## src/rtl/sci_rx_pkg.sv

```systemverilog
package sci_rx_pkg;
  localparam int unsigned OVS_DEF   = 16;
  localparam int unsigned CHAR_W    = 9;
  localparam int unsigned SYNC_DEF  = 2;
  typedef enum logic [1:0] {ST_IDLE, ST_START, ST_DATA, ST_STOP} rx_st_e;
endpackage

```

## src/rtl/sci_rx_src.sv

```systemverilog
// Input source selection followed by a metastability synchronizer.
module sci_rx_src #(
  parameter int unsigned STAGES = sci_rx_pkg::SYNC_DEF
) (
  input  logic clk,
  input  logic rst_n,
  input  logic lpbk_en,
  input  logic lpbk_src,
  input  logic rx_pin,
  input  logic tx_int,
  input  logic tx_pin,
  output logic line
);
  logic              raw;
  logic [STAGES-1:0] sync_q;

  // source selection
  always_comb begin
    if (!lpbk_en)      raw = rx_pin;
    else if (lpbk_src) raw = tx_pin;
    else               raw = tx_int;
  end

  genvar g;
  generate
    for (g = 0; g < STAGES; g++) begin : g_sync
      if (g == 0) begin : g_first
        always_ff @(posedge clk or negedge rst_n) begin
          if (!rst_n) sync_q[0] <= 1'b1;
          else        sync_q[0] <= raw;
        end
      end else begin : g_next
        always_ff @(posedge clk or negedge rst_n) begin
          if (!rst_n) sync_q[g] <= 1'b1;
          else        sync_q[g] <= sync_q[g-1];
        end
      end
    end
  endgenerate

  assign line = sync_q[STAGES-1];
endmodule

```

## src/rtl/sci_rx_frame.sv

```systemverilog
// Mid-bit sampling frame engine.
module sci_rx_frame
  import sci_rx_pkg::*;
#(
  parameter int unsigned OVS = OVS_DEF
) (
  input  logic              clk,
  input  logic              rst_n,
  input  logic              tick,
  input  logic              line,
  input  logic              fmt9,
  input  logic              par_en,
  input  logic              par_odd,
  output logic              done,
  output logic [CHAR_W-1:0] data,
  output logic              perr,
  output logic              ferr,
  output logic              addr_mark,
  output logic              busy
);
  localparam int unsigned CW   = $clog2(OVS);
  localparam int unsigned BW   = $clog2(CHAR_W);
  localparam logic [CW-1:0] HALF = CW'(OVS/2 - 1);
  localparam logic [CW-1:0] FULL = CW'(OVS - 1);

  rx_st_e            st_q, st_d;
  logic [CW-1:0]     cnt_q, cnt_d;
  logic [BW-1:0]     bit_q, bit_d;
  logic [CHAR_W-1:0] sh_q, sh_d;
  logic [BW-1:0]     last_bit;

  assign last_bit = fmt9 ? BW'(CHAR_W - 1) : BW'(CHAR_W - 2);

  always_comb begin
    st_d  = st_q;
    cnt_d = cnt_q;
    bit_d = bit_q;
    sh_d  = sh_q;
    if (tick) begin
      case (st_q)
        ST_IDLE: begin
          if (!line) begin
            st_d  = ST_START;
            cnt_d = '0;
          end
        end
        ST_START: begin
          if (cnt_q == HALF) begin
            cnt_d = '0;
            if (!line) begin
              st_d  = ST_DATA;
              bit_d = '0;
              sh_d  = '0;
            end else begin
              st_d  = ST_IDLE;
            end
          end else begin
            cnt_d = cnt_q + 1'b1;
          end
        end
        ST_DATA: begin
          if (cnt_q == FULL) begin
            cnt_d = '0;
            sh_d  = {line, sh_q[CHAR_W-1:1]};
            if (bit_q == last_bit) st_d  = ST_STOP;
            else                   bit_d = bit_q + 1'b1;
          end else begin
            cnt_d = cnt_q + 1'b1;
          end
        end
        default: begin
          if (cnt_q == FULL) begin
            cnt_d = '0;
            st_d  = ST_IDLE;
          end else begin
            cnt_d = cnt_q + 1'b1;
          end
        end
      endcase
    end
  end

  always_ff @(posedge clk or negedge rst_n) begin
    if (!rst_n) begin
      st_q  <= ST_IDLE;
      cnt_q <= '0;
      bit_q <= '0;
      sh_q  <= '0;
    end else begin
      st_q  <= st_d;
      cnt_q <= cnt_d;
      bit_q <= bit_d;
      sh_q  <= sh_d;
    end
  end

  assign done      = (st_q == ST_STOP) && tick && (cnt_q == FULL);
  assign data      = fmt9 ? sh_q : {1'b0, sh_q[CHAR_W-1:1]};
  assign perr      = par_en & ((^data) ^ par_odd);
  assign ferr      = ~line;
  assign addr_mark = fmt9 ? data[CHAR_W-1] : data[CHAR_W-2];
  assign busy      = (st_q != ST_IDLE);

  AST_START_REJECT: assert property (@(posedge clk) disable iff (!rst_n)
    (st_q == ST_START && tick && cnt_q == HALF && line) |=> (st_q == ST_IDLE));
endmodule

```

## src/rtl/sci_rx_idle.sv

```systemverilog
// Idle-line detector with short/long counting start and single-shot arming.
module sci_rx_idle #(
  parameter int unsigned OVS = sci_rx_pkg::OVS_DEF
) (
  input  logic clk,
  input  logic rst_n,
  input  logic tick,
  input  logic line,
  input  logic fmt9,
  input  logic long_mode,
  input  logic busy,
  input  logic frame_done,
  output logic idle_pulse
);
  localparam int unsigned THR8 = 10 * OVS;
  localparam int unsigned THR9 = 11 * OVS;
  localparam int unsigned ICW  = $clog2(THR9 + 1);

  logic [ICW-1:0] cnt_q, cnt_d, thr;
  logic           armed_q, armed_d, idle_q, idle_d;
  logic           run, hit;

  assign thr = fmt9 ? ICW'(THR9) : ICW'(THR8);
  assign run = line && !(long_mode && busy);
  assign hit = run && tick && (cnt_q == thr - 1'b1);

  always_comb begin
    cnt_d = cnt_q;
    if (!run)                      cnt_d = '0;
    else if (tick && cnt_q != thr) cnt_d = cnt_q + 1'b1;
    armed_d = frame_done | (armed_q & ~hit);
    idle_d  = hit & armed_q;
  end

  always_ff @(posedge clk or negedge rst_n) begin
    if (!rst_n) begin
      cnt_q   <= '0;
      armed_q <= 1'b0;
      idle_q  <= 1'b0;
    end else begin
      cnt_q   <= cnt_d;
      armed_q <= armed_d;
      idle_q  <= idle_d;
    end
  end

  assign idle_pulse = idle_q;

  AST_IDLE_ONCE: assert property (@(posedge clk) disable iff (!rst_n)
    idle_q |=> !idle_q);
  AST_LONG_HOLD: assert property (@(posedge clk) disable iff (!rst_n)
    (long_mode && busy) |=> (cnt_q == '0));
endmodule

```

## src/rtl/sci_rx_wake.sv

```systemverilog
// Top: serial receiver with standby and wakeup.
module sci_rx_wake
  import sci_rx_pkg::*;
#(
  parameter int unsigned OVS   = OVS_DEF,
  parameter int unsigned SYNCN = SYNC_DEF
) (
  input  logic              clk,
  input  logic              rst_n,
  input  logic              tick16,
  input  logic              rx_pin,
  input  logic              tx_int,
  input  logic              tx_pin,
  input  logic              lpbk_en,
  input  logic              lpbk_src,
  input  logic              fmt9,
  input  logic              par_en,
  input  logic              par_odd,
  input  logic              idle_long,
  input  logic              wake_addr,
  input  logic              sleep_req,
  output logic [CHAR_W-1:0] rx_data,
  output logic              rx_valid,
  output logic              par_err,
  output logic              frm_err,
  output logic              idle_flag,
  output logic              asleep
);
  logic              line;
  logic              frm_done, frm_perr, frm_ferr, frm_addr, frm_busy;
  logic [CHAR_W-1:0] frm_data;
  logic              idle_pulse;
  logic              wake_ev, deliver;
  logic              asleep_q, asleep_d;
  logic              valid_q;
  logic [CHAR_W-1:0] data_q, data_d;
  logic              perr_q, perr_d, ferr_q, ferr_d;

  sci_rx_src #(.STAGES(SYNCN)) u_src (
    .clk(clk), .rst_n(rst_n), .lpbk_en(lpbk_en), .lpbk_src(lpbk_src),
    .rx_pin(rx_pin), .tx_int(tx_int), .tx_pin(tx_pin), .line(line)
  );

  sci_rx_frame #(.OVS(OVS)) u_frame (
    .clk(clk), .rst_n(rst_n), .tick(tick16), .line(line), .fmt9(fmt9),
    .par_en(par_en), .par_odd(par_odd), .done(frm_done), .data(frm_data),
    .perr(frm_perr), .ferr(frm_ferr), .addr_mark(frm_addr), .busy(frm_busy)
  );

  sci_rx_idle #(.OVS(OVS)) u_idle (
    .clk(clk), .rst_n(rst_n), .tick(tick16), .line(line), .fmt9(fmt9),
    .long_mode(idle_long), .busy(frm_busy), .frame_done(frm_done),
    .idle_pulse(idle_pulse)
  );

  always_comb begin
    wake_ev  = asleep_q & (wake_addr ? (frm_done & frm_addr) : idle_pulse);
    deliver  = frm_done & (~asleep_q | (wake_addr & frm_addr));
    asleep_d = sleep_req ? 1'b1 : (wake_ev ? 1'b0 : asleep_q);
    data_d   = deliver ? frm_data : data_q;
    perr_d   = deliver ? frm_perr : perr_q;
    ferr_d   = deliver ? frm_ferr : ferr_q;
  end

  always_ff @(posedge clk or negedge rst_n) begin
    if (!rst_n) begin
      asleep_q <= 1'b0;
      valid_q  <= 1'b0;
      data_q   <= '0;
      perr_q   <= 1'b0;
      ferr_q   <= 1'b0;
    end else begin
      asleep_q <= asleep_d;
      valid_q  <= deliver;
      data_q   <= data_d;
      perr_q   <= perr_d;
      ferr_q   <= ferr_d;
    end
  end

  assign rx_data   = data_q;
  assign rx_valid  = valid_q;
  assign par_err   = perr_q;
  assign frm_err   = ferr_q;
  assign idle_flag = idle_pulse;
  assign asleep    = asleep_q;

  AST_SLEEP_SILENT: assert property (@(posedge clk) disable iff (!rst_n)
    (asleep_q && !wake_addr) |=> !rx_valid);
  AST_IDLE_WAKE: assert property (@(posedge clk) disable iff (!rst_n)
    (asleep_q && !wake_addr && idle_pulse && !sleep_req) |=> !asleep_q);
  AST_ADDR_WAKE: assert property (@(posedge clk) disable iff (!rst_n)
    (asleep_q && wake_addr && frm_done && frm_addr && !sleep_req) |=> (!asleep_q && rx_valid));
  AST_VALID_PULSE: assert property (@(posedge clk) disable iff (!rst_n)
    rx_valid |=> !rx_valid);
endmodule

```

## config.mk

```make
export PLATFORM = sky130hd
export DESIGN_NAME = sci_rx_wake
export DESIGN_NICKNAME = d
export VERILOG_FILES = /design/src/rtl/sci_rx_pkg.sv /design/src/rtl/sci_rx_src.sv /design/src/rtl/sci_rx_frame.sv /design/src/rtl/sci_rx_idle.sv /design/src/rtl/sci_rx_wake.sv
export SDC_FILE = /design/constraint.sdc
export NUM_CORES = 1
export LEC_CHECK = 0
export CAP_MARGIN = 20
export CORE_MARGIN = 2
export CORE_UTILIZATION = 40
export CTS_CLUSTER_DIAMETER = 40
export DETAILED_ROUTE_END_ITERATION = 12
export PLACE_DENSITY = 0.58
export SYNTH_ARGS = -nofsm -noshare
export SYNTH_HDL_FRONTEND = slang
export SYNTH_HIERARCHICAL = 1
export SYNTH_SLANG_ARGS = --single-unit
```

## constraint.sdc

```tcl
create_clock -name clk -period 2.2 [get_ports clk]
set_clock_uncertainty 0.1 [all_clocks]
set_input_delay 0.66 -clock clk [delete_from_list [all_inputs] [get_ports clk]]
set_output_delay 0.66 -clock clk [all_outputs]
set_load 0.05 [all_outputs]
```

==> metrics.txt <==
Worst Setup SP=fmt9; Buffers on Ports=27; sequential fraction of the synthesis area=about 44%; drt drc=0; total of max-cap violations=0; R2R depth=7; RSZ-0062 raised after global routing=false; most frequent cells in the layout=dfrtp_1 (42), buf_4 (33), nand2_1 (27), inv_1 (18), clkdlybuf4s50_1 (11); Ports=28; layout cells sized above 1=slightly below 30%; register bit count reported by yosys=44; initial core utilization=41.8%; Fmax=464 MHz; # rows=28; Rel. slew slack=55.2%; Root Buffer=clkbuf_8; Multi-input gate area=1270 sq um; CP max stage delay=370 ps; most common cell after layout, fill and taps aside=dfrtp_1; CTS tree=done; DR pass1 iterations=4; die height=82.9 um; Max VDD drop=492 uV; Cell Area, Placed=2920 sq um; library cells used by synthesis=57; Post-Syn Area=2490 sq um; first-pass GRT wire length=8020 um; fin crit share=a little over nine tenths; Period minus WS final=about 2200 ps; H-tree lvl count=2; capture point of the worst reg-to-reg path=par_err; Clock Tree Buf Depth=2; RePlAce Congestion=0.750; Worst-path clk slew=80 ps; WS Path Type=in -> reg; Data required, critical path=~2300 ps; CP arrival=2230 ps; WL final=4720 um; setup_tns=0 ps; postcts setup bufs=0; fin area=3030 sq um; Hold/Removal Path Class=in -> async; Synth Instances=227; Final Slew Violations=0; final antenna-violating net count=0; syn avg cell area=11.0 sq um; gr ovfl total=0; Syn-to-layout area delta=21.7%; drt initial violations=slightly above 60; CP Buf/Inv Count=2; CP Launch Type=primary input; DR vias=1808; CP cell instances=buf_4 > buf_6 > mux2_4 > xor2_2 > xor3_2 > xnor3_1 > and2_1 > nand2_1 > o32ai_2; Layout Nets=just under 300; Synthesis Warnings=6; CTS Sinks=44; slowest CP cell=xor3_2; status=finished, final reports clean; number of global-route vias before repair=1702; # setup viols final=0; Leak=1.39 nW; vias per cell=5.18; EDFF count, synth=0; Fillers=543; worst reg2reg path startpoint=u_frame/sh_q[8]; final setup margin=44.2 ps; DPL Wire Length=3480 um; die width=82.9 um; initial antenna violation count=0; CP endpoint kind=register; Die Footprint=roughly 7000 sq um; R2R setup slack=180 ps; critical path peak fanout=5; pin count of the biggest net entering global routing=25; clock buffer count from CTS=5; Clk Latency, worst-skew pair=290 ps; syn_nets=245; final hold violation count=0; slew of the pin with the lowest slew margin=669 ps; PwrDens=between 600 and 700 nW/um^2; ys async rst share=100%; Core Area=5960 sq um; GRT Total Usage=14.2%; Antenna Cells=0; wire length per cell=13.5 um; cts hold-fix bufs=0; Main synth FF type=dfrtp_1; Reg area=between 1000 and 1500 sq um; Place WS=-689 ps; Crit path max-delay family=XOR/XNOR gates
==> metrics by stage <==
step	cells	hold WS (ps)	utilization [%]	total power, mW
6_report	349	223	50.8	2.06
3_3_place_gp	340	246	49.0	1.55
3_5_place_dp	340	249	49.0	1.55
4_1_cts	349	226	50.7	2.09
2_1_floorplan	227	245	-	1.39
5_1_grt	349	255	50.8	2.21
==> routing by layer <==
metal	track usage, %	share of wire, %
met1	19.5	50
met2	21.8	45
met3	3.68	4.0
met4	4.47	0.95
met5	0	0
==> how the worst max path moves through the flow <==
stage               slack [ps]  cells after the start  endpoint
finish                      40                      9   par_err
floorplan                  -80                      8   par_err
CTS                         30                      9   par_err
detailed placement        -690                      9   par_err
global placement          -650                      9   par_err
global route                 6                      9   par_err
==> cells by family (layout without fill, tap and decap cells) <==
logic type,Yosys count,in the layout,synth area share [%]
buffers and inverters,27,74,5.18
AND/OR/NAND/NOR,78,78,17.5
AO/OA/AOI/OAI,49,49,18.7
multiplexers,13,13,5.99
XOR/XNOR,12,12,6.34
adder cells (fa/ha/maj),4,4,2.01
flip-flops,44,44,44.4
==> state kept, by name (all words and copies together), names as in the netlist, 2 cells and up <==
signal / cells
u_idle/cnt_q: 8
u_frame/cnt_q: 4
u_frame/st_q: 2
u_frame/bit_q: 4
u_frame/sh_q: 9
rx_data: 9
==> area by class of cell <==
type	instances	area share, %
Tap cell	75	3.10
Timing Repair Buffer	48	13.4
Clock buffer	8	2.98
Inverter	18	2.23
Multi-Input combinational cell	156	41.8
Sequential cell	44	36.5
==> what timing repair did <==
action | in CTS | in global routing
pin swaps | 1 | 1
gates cloned | 1 | 0
resized for setup | 7 | 2
setup endpoints to repair | 5 | 1
==> Yosys cell counts (5+ instances only) <==
cell type	n	area share (%)
dfrtp_1	42	42
nand2_1	27	4.1
inv_1	18	2.7
a22o_1	10	3.5
nand3_1	10	2.0
o32ai_2	10	6.5
nor2_1	9	1.4
o21ai_0	8	1.6
mux2_2	7	3.2
nor2b_1	6	1.5
xor2_1	5	1.8
==> power by group <==
part	total, mW	switching [mW]	internal (mW)
registers	1.03	0.130	0.897
logic	0.510	0.257	0.254
clock network	0.523	0.266	0.257
No activity file was read; power rests on OpenSTA's default activity.
